<file path="config.mk">
export PLATFORM = sky130hd
export DESIGN_NAME = dmem_move_unit
export DESIGN_NICKNAME = d
export VERILOG_FILES = /design/src/rtl/dmu_pkg.sv /design/src/rtl/dmu_decode.sv /design/src/rtl/dmu_addr_gen.sv /design/src/rtl/dmem_move_unit.sv
export SDC_FILE = /design/constraint.sdc
export NUM_CORES = 1
export LEC_CHECK = 0
export ABC_CLOCK_PERIOD_IN_PS = 1800
export BUFFER_PORTS_ARGS = -buffer_cell sky130_fd_sc_hd__clkbuf_2
export CELL_PAD_IN_SITES_DETAIL_PLACEMENT = 1
export CELL_PAD_IN_SITES_GLOBAL_PLACEMENT = 1
export CORE_ASPECT_RATIO = 2
export CORE_UTILIZATION = 30
export CTS_CLUSTER_SIZE = 28
export DETAILED_ROUTE_END_ITERATION = 10
export GPL_ROUTABILITY_DRIVEN = 0
export PLACE_DENSITY_LB_ADDON = 0.1
export RECOVER_POWER = 100
export SLEW_MARGIN = 20
export SYNTH_ARGS = -nofsm -noshare
export SYNTH_HDL_FRONTEND = slang
export SYNTH_SLANG_ARGS = --single-unit
</file>
<file path="constraint.sdc">
create_clock -name clk -period 1.8 [get_ports clk]
set_input_delay 0.27 -clock clk [delete_from_list [all_inputs] [get_ports clk]]
set_output_delay 0.27 -clock clk [all_outputs]
set_load 0.005 [all_outputs]
</file>
<file path="src/rtl/dmu_pkg.sv">
package dmu_pkg;
    localparam int BANK_W = 4;
    localparam int OFF_W  = 8;
    localparam int ADDR_W = BANK_W + OFF_W;
    localparam int DATA_W = 8;

    typedef enum logic [2:0] {
        OP_NONE, OP_BANK, OP_STORE, OP_READ, OP_COPY1, OP_COPY2
    } op_e;

    typedef struct packed {
        op_e               op;
        logic              acc;
        logic              dst;
        logic [OFF_W-1:0]  off;
        logic [ADDR_W-1:0] full;
        logic [BANK_W-1:0] lit;
    } dec_t;

    typedef struct packed {
        logic [BANK_W-1:0] bank;
        logic              pend;
        logic [DATA_W-1:0] hold;
    } st_t;
endpackage

</file>
<file path="src/rtl/dmu_decode.sv">
module dmu_decode
    import dmu_pkg::*;
(
    input  logic [15:0] word,
    output dec_t        dec
);
    always_comb begin
        dec.acc  = word[8];
        dec.dst  = word[9];
        dec.off  = word[OFF_W-1:0];
        dec.full = word[ADDR_W-1:0];
        dec.lit  = word[BANK_W-1:0];
        if (word[15:8] == 8'h01)             dec.op = OP_BANK;
        else if (word[15:9] == 7'b0110111)   dec.op = OP_STORE;
        else if (word[15:10] == 6'b010100)   dec.op = OP_READ;
        else if (word[15:12] == 4'b1100)     dec.op = OP_COPY1;
        else if (word[15:12] == 4'b1111)     dec.op = OP_COPY2;
        else                                 dec.op = OP_NONE;
    end
endmodule

</file>
<file path="src/rtl/dmu_addr_gen.sv">
module dmu_addr_gen #(
    parameter int BANK_W = 4,
    parameter int OFF_W  = 8,
    localparam int ADDR_W = BANK_W + OFF_W
) (
    input  logic              acc,
    input  logic [BANK_W-1:0] bank,
    input  logic [OFF_W-1:0]  off,
    output logic [ADDR_W-1:0] addr
);
    logic [BANK_W-1:0] upper;
    always_comb begin
        if (acc) upper = bank;
        else     upper = {BANK_W{off[OFF_W-1]}};
        addr = {upper, off};
    end
endmodule

</file>
<file path="src/rtl/dmem_move_unit.sv">
module dmem_move_unit
    import dmu_pkg::*;
(
    input  logic              clk,
    input  logic              rst_n,
    input  logic              instr_valid,
    input  logic [15:0]       instr_word,
    input  logic [7:0]        wreg_in,
    input  logic [7:0]        rf_rdata,
    output logic [11:0]       rf_addr,
    output logic              rf_we,
    output logic [7:0]        rf_wdata,
    output logic              w_we,
    output logic [7:0]        w_wdata,
    output logic [3:0]        bank_sel,
    output logic              expect_second,
    output logic              copy_err
);
    dec_t              dec;
    st_t               st_d, st_q;
    logic [ADDR_W-1:0] fa;

    dmu_decode u_dec (.word(instr_word), .dec(dec));

    dmu_addr_gen #(.BANK_W(BANK_W), .OFF_W(OFF_W)) u_agen (
        .acc(dec.acc), .bank(st_q.bank), .off(dec.off), .addr(fa)
    );

    always_comb begin
        st_d     = st_q;
        rf_addr  = '0;
        rf_we    = 1'b0;
        rf_wdata = wreg_in;
        w_we     = 1'b0;
        w_wdata  = rf_rdata;
        copy_err = 1'b0;
        if (instr_valid) begin
            if (st_q.pend) begin
                st_d.pend = 1'b0;
                if (dec.op == OP_COPY2) begin
                    rf_addr  = dec.full;
                    rf_we    = 1'b1;
                    rf_wdata = st_q.hold;
                end else begin
                    copy_err = 1'b1;
                end
            end else begin
                case (dec.op)
                    OP_BANK:  st_d.bank = dec.lit;
                    OP_STORE: begin
                        rf_addr  = fa;
                        rf_we    = 1'b1;
                        rf_wdata = wreg_in;
                    end
                    OP_READ: begin
                        rf_addr = fa;
                        if (dec.dst) begin
                            rf_we    = 1'b1;
                            rf_wdata = rf_rdata;
                        end else begin
                            w_we = 1'b1;
                        end
                    end
                    OP_COPY1: begin
                        rf_addr   = dec.full;
                        st_d.hold = rf_rdata;
                        st_d.pend = 1'b1;
                    end
                    default: ;
                endcase
            end
        end
    end

    always_ff @(posedge clk or negedge rst_n) begin
        if (!rst_n) st_q <= '0;
        else        st_q <= st_d;
    end

    assign bank_sel      = st_q.bank;
    assign expect_second = st_q.pend;
endmodule

</file>
==> flow_summary.toml <==
[min_path]
worst_hold_path.num_cells = 2
min-delay-path-class = "in2reg"

[floorplan]
die-area_mm2 = 0.00421
num_io_pins = 71
die_height_um = 90.8
die_w_um = 46.4
num_rows = 32
core-area_mm2 = 0.00380
floorplan.initialDensity_pct = 31.1

[sta]
fin_skew_ns = 0.00505
setup_violations = 1
post-route-period-util_pct = 100
rsz0062_at_grt = "yes"
post-route-worst-setup-slack_ns = -0.00630
max_slew.worst_pin.slew_ns = 0.755
relSlewSlack_pct = 49.7
whs_ns = 0.273
finalCriticalPeriod_ns = 1.81
hold_viol_final = 0
final_max_slew_viol_count = 0
maxClockFrequency_mhz = 554
sum_of_negative_setup_slack_ns = -0.00630

[finish]
layout_commonest_cell = "sky130_fd_sc_hd__clkbuf_2"
antenna_cells = 0
nets = 248
final_cell_mix = "50 x sky130_fd_sc_hd__clkbuf_2, 18 x sky130_fd_sc_hd__mux2_2, 15 x sky130_fd_sc_hd__buf_4, 14 x sky130_fd_sc_hd__clkbuf_1, 12 x sky130_fd_sc_hd__dfrtp_1"
layout-drive-gt1-share_pct = 59.0
flow.area_growth_from_synthesis_pct = 54.6
fillerInstances = 471
fin_area_mm2 = 0.00183

[yosys]
syn-instance-count = 133
synth_top_cell_area_share_pct = 27.5
synth_area_mm2 = 0.00118
postSynthNetCount = 168
register_area_share_after_synthesis_pct = 27.5
yosys_warnings = 0
synth.ff_latch_count = 13
synth_area_leaders = "sky130_fd_sc_hd__dfrtp_1 28%, sky130_fd_sc_hd__mux2_2 18%, sky130_fd_sc_hd__buf_4 8.3%, sky130_fd_sc_hd__o22ai_1 7.9%, sky130_fd_sc_hd__and2_1 5.3%"
yosysTopAreaCell = "sky130_fd_sc_hd__dfrtp_1"
syn-mean-instance-area_um2 = 8.89
netlist-cell-type-count = 35

[status]
violations = "negative setup slack"
run_status = "complete, but fails checks"

[power_and_ir_drop]
vdd_ir_drop_max_uv = 439
seq_pwr_share_pct = 39.7
power_switching_share_pct = 30.8
power_switching_w = 0.000317
cellInternalPower_w = 0.000713
power_frac_comb_pct = 34.5
power_frac_clock_pct = 25.8
powerDensity_mw_per_mm2 = 563
p_leak_nw = 0.817

[global_routing]
grt_pass1_vias = 1438
initial_antenna_violation_count = 0
first_pass_grt_wire_length_mm = 6.72
total_routing_resource_utilization_after_global_routing_pct = 21.8
grt_overflow_total = 0
grt_start_max_net_pins = 14

[clocking]
tritoncts.num_buffers = 3
cts.htree.levels = 1
clk_transition_reported_paths_ns = 0.05
cts.root.buffer_cell = "sky130_fd_sc_hd__clkbuf_8"
cts_tree = "built"
clock_sink_count = 13
cts_max_path_buffers = 2
clock_latency_ns = 0.25

[critical_path]
criticalPathCategory = "in2out"
timing.critical_path.required_ns = 1.53
timing.critical_path.to_type = "output pin"
peak_fanout_along_the_critical_path = 5
crit_arrival_ns = 1.54
cp_launch_type = "input pin"
reg2regPathDepth = 5

[placed_design]
io_buffers = 70
dp_worst_setup_slack_ns = -0.114
hpwlAfterDp_mm = 3.58
place_area_mm2 = 0.00162

[run]
cap_violations = 0

[drt]
detailed_route_wl_mm = 4.38
remaining_drc_errors = 0
post_drt_wl_per_cell_um = 16.7
num_vias = 1378
drt_pass1_iterations = 3
drt-initial-drc-count = 11
drt.antenna.violating_nets = 0
route.detailed.vias_per_inst = 5.24
-- path summary, 6_finish.rpt --
kind,slack (ns),from,endpoint
worst max register to register,0.15,expect_second,st_q[2]
max in group asynchronous,0.68,rst_n,expect_second
worst min-delay path,0.27,instr_word[1],bank_sel[1]
min in group asynchronous,0.60,rst_n,st_q[7]
worst max-delay path,-0.006,instr_word[10],rf_addr[9]
worst min register to register,0.51,st_q[5],st_q[5]
-- Yosys cell counts, drive strengths merged --
cell	number
o22ai	15
inv	1
a22o	1
a31oi	3
nand4	2
nand2	10
a21oi	11
nor4b	2
nand2b	1
mux2i	1
o31ai	1
dfrtp	13
nor2	6
buf	14
mux2	19
and3	2
clkinv	1
o21ai	4
nor3b	1
nand3	1
and4	1
nor3	1
and4b	1
xor2	1
clkbuf	2
and2	10
nor4	1
nor2b	3
a22oi	1
a221o	3
-- power groups by stage --
stage	combinational, W	clock (W)	sequential [W]
6_report	0.000355	0.000265	0.000409
3_3_place_gp	0.000317	0	0.000406
5_1_grt	0.000387	0.000288	0.000419
4_1_cts	0.000344	0.000277	0.000409
3_5_place_dp	0.000328	0	0.000414
2_1_floorplan	0.000203	0	0.000394
-- per-stage QoR --
step	std cells	utilization, %	power, W
floorplan	133	-	0.000597
global placement	256	42.6	0.000723
detailed placement	256	42.6	0.000743
CTS	261	46.1	0.00103
global route	263	48.1	0.00109
finish	263	48.1	0.00103
-- layout make-up --
class	instances	area, um^2	area share, %
Clock buffer	4	45.0	2.46
Inverter	2	7.51	0.411
Multi-Input combinational cell	102	862	47.2
Sequential cell	13	327	17.9
Tap cell	51	63.8	3.49
Timing Repair Buffer	91	523	28.6
-- metal layers --
layer | up-vias | track usage (%) | share of wire, %
met3 | 7 | 2.40 | 3.6
met4 | 0 | 9.80 | 2.3
met5 | - | 0 | 0
met2 | 49 | 41.7 | 61
li1 | 652 | - | -
met1 | 670 | 20.2 | 33
-- cells by family (layout without fill, tap and decap cells) --
kind of cell              Yosys count  in the layout  share of synthesized area [%]
AOI/OAI and AO/OA                  39             39                           21.0
xor gates and xnor gates            1              1                          0.741
buffers and inverters              18             97                           9.95
DFF                                13             13                           27.5
muxes                              20             20                           18.9
and+or+nand+nor                    42             42                           21.9
-- worst max-delay path: stages --
cell and delay (ns):
sky130_fd_sc_hd__buf_8 0.10, sky130_fd_sc_hd__nor4b_4 0.36, sky130_fd_sc_hd__nand2_2 0.16, sky130_fd_sc_hd__a221o_1 0.38, sky130_fd_sc_hd__a21oi_1 0.13, sky130_fd_sc_hd__buf_2 0.13
-- what timing repair did --
item                                    4_1_cts  5_1_grt
endpoints found under the setup margin       18       24
pin swaps                                     5       14
endpoints found under the hold margin        13        0
gates resized for setup                      17       27
hold buffers                                  1        0
buffers inserted                              0        2
-- registers in the layout, summed over array words and instances, names as in the netlist --
signal	count
expect_second	1
st_q	8
bank_sel	4
No activity file was read; power rests on OpenSTA's default activity.
